<file path="src/rtl/pps_pd_pkg.sv">
package pps_pd_pkg;

  typedef enum logic [1:0] {
    MODE_FREE = 2'b00,
    MODE_FREQ = 2'b01,
    MODE_PPS  = 2'b10,
    MODE_RSVD = 2'b11
  } disc_mode_e;

  // Reserved encoding reports as free running.
  function automatic logic [1:0] report_mode(input logic [1:0] sel);
    logic [1:0] r;
    case (sel)
      MODE_FREQ: r = MODE_FREQ;
      MODE_PPS:  r = MODE_PPS;
      default:   r = MODE_FREE;
    endcase
    return r;
  endfunction

endpackage

</file>
<file path="src/rtl/pps_edge_sync.sv">
module pps_edge_sync #(
  parameter int STAGES = 2
) (
  input  logic clk,
  input  logic rst_n,
  input  logic din,
  output logic rise
);
  localparam int LAST = STAGES - 1;

  // chain[0..LAST] are synchronizer flops, chain[STAGES] keeps history.
  logic [STAGES:0] chain;

  always_ff @(posedge clk) begin
    if (!rst_n) chain <= '0;
    else        chain <= {chain[LAST:0], din};
  end

  assign rise = chain[LAST] & ~chain[STAGES];

  // an edge is reported for one cycle only
  a_r10_single_rise: assert property (@(posedge clk) disable iff (!rst_n)
    rise |=> !rise);

endmodule

</file>
<file path="src/rtl/pps_offset_counter.sv">
module pps_offset_counter #(
  parameter int CNT_W        = 28,
  parameter int PERIOD_TICKS = 100_000_000
) (
  input  logic             clk,
  input  logic             rst_n,
  input  logic             loc_rise,
  output logic [CNT_W-1:0] offset,
  output logic             seen
);
  localparam logic [CNT_W-1:0] SAT = CNT_W'(PERIOD_TICKS - 1);

  logic [CNT_W-1:0] cnt;

  always_ff @(posedge clk) begin
    if (!rst_n) begin
      cnt  <= '0;
      seen <= 1'b0;
    end else begin
      if (loc_rise)        cnt <= CNT_W'(1);
      else if (cnt != SAT) cnt <= cnt + CNT_W'(1);
      if (loc_rise) seen <= 1'b1;
    end
  end

  // A local edge in the same cycle as the reference edge means zero offset.
  assign offset = loc_rise ? '0 : cnt;

  // once a local edge is seen it stays seen
  a_r5_seen_sticky: assert property (@(posedge clk) disable iff (!rst_n)
    seen |=> seen);

  // interval counter never passes one period
  a_r1_counter_bound: assert property (@(posedge clk) disable iff (!rst_n)
    cnt <= SAT);

endmodule

</file>
<file path="src/rtl/pps_miss_watch.sv">
module pps_miss_watch #(
  parameter int MISS_TICKS = 150_000_000
) (
  input  logic clk,
  input  logic rst_n,
  input  logic ref_rise,
  output logic missing
);
  localparam int MW = $clog2(MISS_TICKS + 1);
  localparam logic [MW-1:0] LAST = MW'(MISS_TICKS - 1);

  logic [MW-1:0] gap;

  always_ff @(posedge clk) begin
    if (!rst_n) begin
      gap     <= '0;
      missing <= 1'b0;
    end else if (ref_rise) begin
      gap     <= '0;
      missing <= 1'b0;
    end else if (gap == LAST) begin
      missing <= 1'b1;
    end else begin
      gap <= gap + MW'(1);
    end
  end

  // a reference edge clears the flag
  a_r6_clear_on_edge: assert property (@(posedge clk) disable iff (!rst_n)
    ref_rise |=> !missing);

  // flag stays up until an edge arrives
  a_r6_sticky: assert property (@(posedge clk) disable iff (!rst_n)
    (missing && !ref_rise) |=> missing);

endmodule

</file>
<file path="src/rtl/pps_result_stage.sv">
module pps_result_stage #(
  parameter int CNT_W        = 28,
  parameter int PERIOD_TICKS = 100_000_000
) (
  input  logic                    clk,
  input  logic                    rst_n,
  input  logic                    load,
  input  logic signed [CNT_W-1:0] load_data,
  input  logic                    ready,
  output logic                    valid,
  output logic signed [CNT_W-1:0] data
);
  localparam int HALF = PERIOD_TICKS / 2;
  localparam int LOW  = PERIOD_TICKS - HALF;

  // Latest wins: a new word overwrites one still waiting.
  always_ff @(posedge clk) begin
    if (!rst_n) begin
      valid <= 1'b0;
      data  <= '0;
    end else if (load) begin
      valid <= 1'b1;
      data  <= load_data;
    end else if (ready) begin
      valid <= 1'b0;
    end
  end

  // a stalled word holds
  a_r8_hold: assert property (@(posedge clk) disable iff (!rst_n)
    (valid && !ready && !load) |=> (valid && $stable(data)));

  // an accepted word retires
  a_r8_retire: assert property (@(posedge clk) disable iff (!rst_n)
    (valid && ready && !load) |=> !valid);

  // reported words lie within the wrapped range
  a_r1_range: assert property (@(posedge clk) disable iff (!rst_n)
    valid |-> (int'(data) >= -LOW && int'(data) < HALF));

endmodule

</file>
<file path="src/rtl/pps_phase_detector.sv">
module pps_phase_detector
  import pps_pd_pkg::*;
#(
  parameter int CNT_W        = 28,
  parameter int PERIOD_TICKS = 100_000_000,
  parameter int MISS_TICKS   = 150_000_000,
  parameter int SYNC_STAGES  = 2
) (
  input  logic                    clk,
  input  logic                    rst_n,
  input  logic                    ref_pps_i,
  input  logic                    loc_pps_i,
  input  logic [1:0]              mode_sel_i,
  input  logic                    err_ready_i,
  output logic                    err_valid_o,
  output logic signed [CNT_W-1:0] err_data_o,
  output logic                    missing_o,
  output logic [1:0]              active_mode_o
);
  localparam logic [CNT_W-1:0] HALF_C   = CNT_W'(PERIOD_TICKS / 2);
  localparam logic [CNT_W-1:0] PERIOD_C = CNT_W'(PERIOD_TICKS);

  logic ref_rise, loc_rise, seen, fire;
  logic [CNT_W-1:0] offset;
  logic signed [CNT_W-1:0] err_val;

  // Both pulses take the same synchronizer path so their skew cancels.
  pps_edge_sync #(.STAGES(SYNC_STAGES)) u_ref_sync (
    .clk(clk), .rst_n(rst_n), .din(ref_pps_i), .rise(ref_rise));

  pps_edge_sync #(.STAGES(SYNC_STAGES)) u_loc_sync (
    .clk(clk), .rst_n(rst_n), .din(loc_pps_i), .rise(loc_rise));

  pps_offset_counter #(.CNT_W(CNT_W), .PERIOD_TICKS(PERIOD_TICKS)) u_offset (
    .clk(clk), .rst_n(rst_n), .loc_rise(loc_rise), .offset(offset), .seen(seen));

  pps_miss_watch #(.MISS_TICKS(MISS_TICKS)) u_miss (
    .clk(clk), .rst_n(rst_n), .ref_rise(ref_rise), .missing(missing_o));

  // Fold the count onto the nearer local pulse.
  always_comb begin
    if (offset < HALF_C) err_val = signed'(offset);
    else                 err_val = signed'(offset - PERIOD_C);
  end

  assign fire = ref_rise && (mode_sel_i == MODE_PPS) && seen && !missing_o;

  pps_result_stage #(.CNT_W(CNT_W), .PERIOD_TICKS(PERIOD_TICKS)) u_result (
    .clk(clk), .rst_n(rst_n), .load(fire), .load_data(err_val),
    .ready(err_ready_i), .valid(err_valid_o), .data(err_data_o));

  always_ff @(posedge clk) begin
    if (!rst_n) active_mode_o <= MODE_FREE;
    else        active_mode_o <= report_mode(mode_sel_i);
  end

  // a word only appears after a pulse-lock cycle
  a_r3_lock_only: assert property (@(posedge clk) disable iff (!rst_n)
    $rose(err_valid_o) |-> ($past(mode_sel_i) == MODE_PPS));

  // no word from an edge taken while the flag was up
  a_r7_no_word_when_missing: assert property (@(posedge clk) disable iff (!rst_n)
    $rose(err_valid_o) |-> !$past(missing_o));

  // no word without a prior local edge
  a_r5_needs_local: assert property (@(posedge clk) disable iff (!rst_n)
    $rose(err_valid_o) |-> $past(seen));

  // reported mode is never the reserved code
  a_r4_no_reserved: assert property (@(posedge clk) disable iff (!rst_n)
    active_mode_o != MODE_RSVD);

endmodule

</file>
<file path="config.mk">
export PLATFORM = sky130hd
export DESIGN_NAME = pps_phase_detector
export DESIGN_NICKNAME = d
export VERILOG_FILES = /design/src/rtl/pps_pd_pkg.sv /design/src/rtl/pps_edge_sync.sv /design/src/rtl/pps_offset_counter.sv /design/src/rtl/pps_miss_watch.sv /design/src/rtl/pps_result_stage.sv /design/src/rtl/pps_phase_detector.sv
export SDC_FILE = /design/constraint.sdc
export NUM_CORES = 1
export LEC_CHECK = 0
export ABC_AREA = 1
export CAP_MARGIN = 20
export CORE_ASPECT_RATIO = 0.75
export CORE_MARGIN = 10
export CORE_UTILIZATION = 44
export CTS_CLUSTER_DIAMETER = 200
export DETAILED_ROUTE_END_ITERATION = 8
export GPL_ROUTABILITY_DRIVEN = 0
export PLACE_DENSITY = 0.72
export SLEW_MARGIN = 5
export SYNTH_ARGS = -nofsm -noshare
export SYNTH_HDL_FRONTEND = slang
export SYNTH_SLANG_ARGS = --single-unit
</file>
<file path="constraint.sdc">
create_clock -name clk -period 1.7 [get_ports clk]
set_input_delay 0.51 -clock clk [delete_from_list [all_inputs] [get_ports clk]]
set_output_delay 0.51 -clock clk [all_outputs]
set_load 0.05 [all_outputs]
</file>
==> results of run 1 <==
==> registers in the layout, summed over array words and instances (netlist names), 2 cells and up <==
| signal | count |
|---|---|
| u_miss.gap | 28 |
| u_offset.cnt | 28 |
| u_result.data | 28 |
| u_loc_sync.chain | 3 |
| u_ref_sync.chain | 3 |
| active_mode_o | 2 |
==> where the power goes <==
| group | leakage, nW | internal (W) | switching (W) |
|---|---|---|---|
| clock | 0.147 | 0.00119 | 0.000923 |
| sequential | 0.781 | 0.00224 | 0.0000227 |
| combinational | 2.33 | 0.000121 | 0.000145 |
| total | 3.25 | 0.00355 | 0.00109 |
==> per-stage QoR <==
step	util, %	hold slack, ns	power, W
floorplan	-	0.390	0.00242
global placement	57.6	0.396	0.00253
detailed placement	57.6	0.408	0.00254
CTS	60.3	0.420	0.00463
global route	66.7	0.406	0.00478
finish	66.7	0.391	0.00464
==> area by class of cell <==
cell class	count	area [um^2]	area share, %
Multi-Input combinational cell	588	3180	40.9
Timing Repair Buffer	154	1690	21.7
Sequential cell	95	1950	25.1
Inverter	118	445	5.73
Tap cell	162	203	2.61
Clock inverter	5	66.3	0.853
Clock buffer	10	239	3.07
==> repair_timing <==
action / CTS / global route
endpoints found under the setup margin: 9 / 64
pin swaps: 0 / 59
gates resized for setup: 4 / 149
setup buffers: 0 / 34
hold buffers: 0 / 0
gates cloned: 0 / 4
==> worst max-delay path: cells and delay by family (launching register included) <==
kind	cells	cell delay, ns
buffers and inverters	4	0.40
flip-flops	1	0.36
AND/OR/NAND/NOR	11	0.86
==> synthesized netlist by cell type (all sizes together) <==
master / n
clkbuf: 8
clkinv: 2
a211oi: 2
o21ai: 32
a31oi: 4
ha: 2
and3: 1
o21bai: 1
buf: 12
nand4: 21
dfxtp: 95
nand3b: 2
nand3: 75
nor4b: 1
nor2: 108
inv: 116
nor3: 31
nor4: 10
o31ai: 1
a21oi: 61
o21a: 1
xnor2: 1
xor2: 3
or2: 14
o211ai: 1
nand2: 216
==> logic make-up (layout without fill, tap and decap cells) <==
group	count (synthesis)	count (layout)	share of synthesized area (%)
AO/OA/AOI/OAI	103	103	10.1
XOR/XNOR	4	4	0.662
adder cells (fa/ha/maj)	2	2	0.473
buffers and inverters	138	287	10.4
flip-flops	95	95	36.0
AND/OR/NAND/NOR	479	479	42.4
==> per-layer routing <==
layer | GRT usage, % | routed length (um) | vias to the layer above
li1 | - | - | 2935
met1 | 26.0 | 7790 | 2693
met2 | 27.7 | 7010 | 281
met3 | 5.22 | 1770 | 15
met4 | 3.33 | 128 | 0
met5 | 0 | 0 | -
==> placed cells by master (no fill, tap or decap), drive strengths merged <==
cell type / instances
nand3: 75
o21ai: 32
xor2: 3
or2: 14
clkdlybuf4s50: 4
nor2: 108
nand4: 21
clkinvlp: 1
ha: 2
a211oi: 2
o21a: 1
nand3b: 2
o21bai: 1
dfxtp: 95
nor3: 31
inv: 118
clkbuf: 11
bufinv: 1
nor4: 10
and3: 1
buf: 147
xnor2: 1
clkinv: 3
o31ai: 1
a21oi: 61
o211ai: 1
nor4b: 1
nand2: 216
a31oi: 4
dlymetal6s2s: 2
==> final timing paths <==
kind                  startpoint                  end  slack (ns)  cells past startpoint
max          u_loc_sync.chain[2]    u_result.data[13]       -0.04                     15
min                mode_sel_i[1]     active_mode_o[0]        0.39                      2
max reg2reg  u_loc_sync.chain[2]    u_result.data[13]       -0.04                     15
min reg2reg  u_loc_sync.chain[0]  u_loc_sync.chain[1]        0.42                      2
==> impl_metrics.py, run 1 <==
metrics = {
    "route": {
        "routed_wl_um": 16700,
        "vias_per_cell": 5.23,
        "drt_iter0_markers": 783,
        "wl_per_cell_um": 14.7,
        "drt_first_pass_iters": 5,
        "drc": 0,
        "ant_nets": 0,
        "vias": 5924,
    },
    "worst_setup_path": {
        "max_stage_delay_ns": 0.36,
        "cp-end-kind": "register",
        "critPathSlowestCell": "dfxtp_2",
        "cpMostUsedCell": "nand2_2",
        "cp_max_fo": 8,
        "worstSetupPathType": "register to register",
        "cp.arrival_ns": 1.98,
        "cp-start-kind": "register",
        "crit_chain": "inv_4, nand2_8, buf_8, nand2_4, nor2_2, nand3_1, nand2_1, nand2_2, nand2_4, buf_6, nand2_2, nand2_2, nand3_2, nand2_1, inv_1",
        "cp.required_ns": 1.94,
    },
    "floorplanning": {
        "die_y_um": 115,
        "die_x_um": 147,
        "ios": 39,
        "fp.dieArea_um2": 16900,
        "initial_core_util_pct": 45.4,
        "placementRows": 34,
        "core_um2": 11700,
    },
    "job": {
        "max-cap-violations": 0,
    },
    "yosys": {
        "avgSynthCellArea_um2": 6.44,
        "synth_largest_area_cell": "dfxtp_1",
        "yosysSeqAreaShare_pct": 36.0,
        "synth-seq-cells": 95,
        "synthCells": 821,
        "synth_area_um2": 5290,
        "ys_warn_count": 0,
        "synth_area_leaders": "dfxtp_1 (36%), nand2_1 (14%), inv_1 (7.9%)",
        "yosysUniqueCellTypes": 41,
        "yosys.area.top_type_share_pct": 36.0,
        "mappedNetlistNets": 830,
    },
    "finish": {
        "n_fill_cell": 959,
        "final_nets": 975,
        "drive_gt1_share_pct": 32.2,
        "syn_to_final_growth_pct": 46.9,
        "layoutNonFillerInstCount": 1132,
        "antenna_cells": 0,
        "post-route-cell-area_um2": 7770,
    },
    "power": {
        "ir_drop_mv": 0.588,
        "power_density_nw_per_um2": 597,
        "p_leak_nw": 3.25,
    },
    "timing": {
        "hold_viol": 0,
        "fin_crit_sh_pct": 102,
        "worst_pin_slew_ns": 0.496,
        "rsz0062_at_grt": "true",
        "fin_setup_tns_ns": -0.0971,
        "setup_viol": 4,
        "worst_slack_ns": -0.0355,
        "slew_headroom_pct": 66.7,
        "skew_ns": 0.00818,
        "slew_violations": 0,
        "max_freq_mhz": 576,
        "finalCriticalPeriod_ns": 1.74,
    },
    "placement": {
        "post-place-cells": 1079,
        "dp_hpwl_um": 11700,
        "place_worst_setup_slack_ns": -0.357,
        "portBuffers": 38,
        "placed_area_um2": 6710,
    },
    "clock_tree": {
        "clock-sinks": 95,
        "clk_pin_slew_ns": 0.07,
        "cts-root-buf": "clkbuf_16",
        "htree_num_levels": 3,
        "worstSkewPairLatency_ns": 0.35,
        "tritoncts": "built",
        "cts_buffers": 9,
        "clk_path_buf_depth": 2,
    },
    "global_route": {
        "grt_first_pass_wirelength_um": 26300,
        "grt_overflow": 0,
        "grt_max_degree": 24,
        "grt_util_all_layers_pct": 18.5,
        "grt_pass1_vias": 5363,
        "antenna_found_initial": 0,
    },
    "hold_path": {
        "min_path_type": "input pin to register",
    },
    "status": {
        "status": "finished, violations left",
        "violations": "setup timing",
    },
}
Power figures use the tool's default switching activity.
==> inputs of run 2 (changes only) <==
--- a/config.mk
+++ b/config.mk
@@ -14,7 +14,6 @@
 export DETAILED_ROUTE_END_ITERATION = 8
 export GPL_ROUTABILITY_DRIVEN = 0
 export PLACE_DENSITY = 0.72
-export SLEW_MARGIN = 5
 export SYNTH_ARGS = -nofsm -noshare
 export SYNTH_HDL_FRONTEND = slang
 export SYNTH_SLANG_ARGS = --single-unit
==> results of run 2 <==
No change in the layout: final DEF, timing and power equal those of run 1.
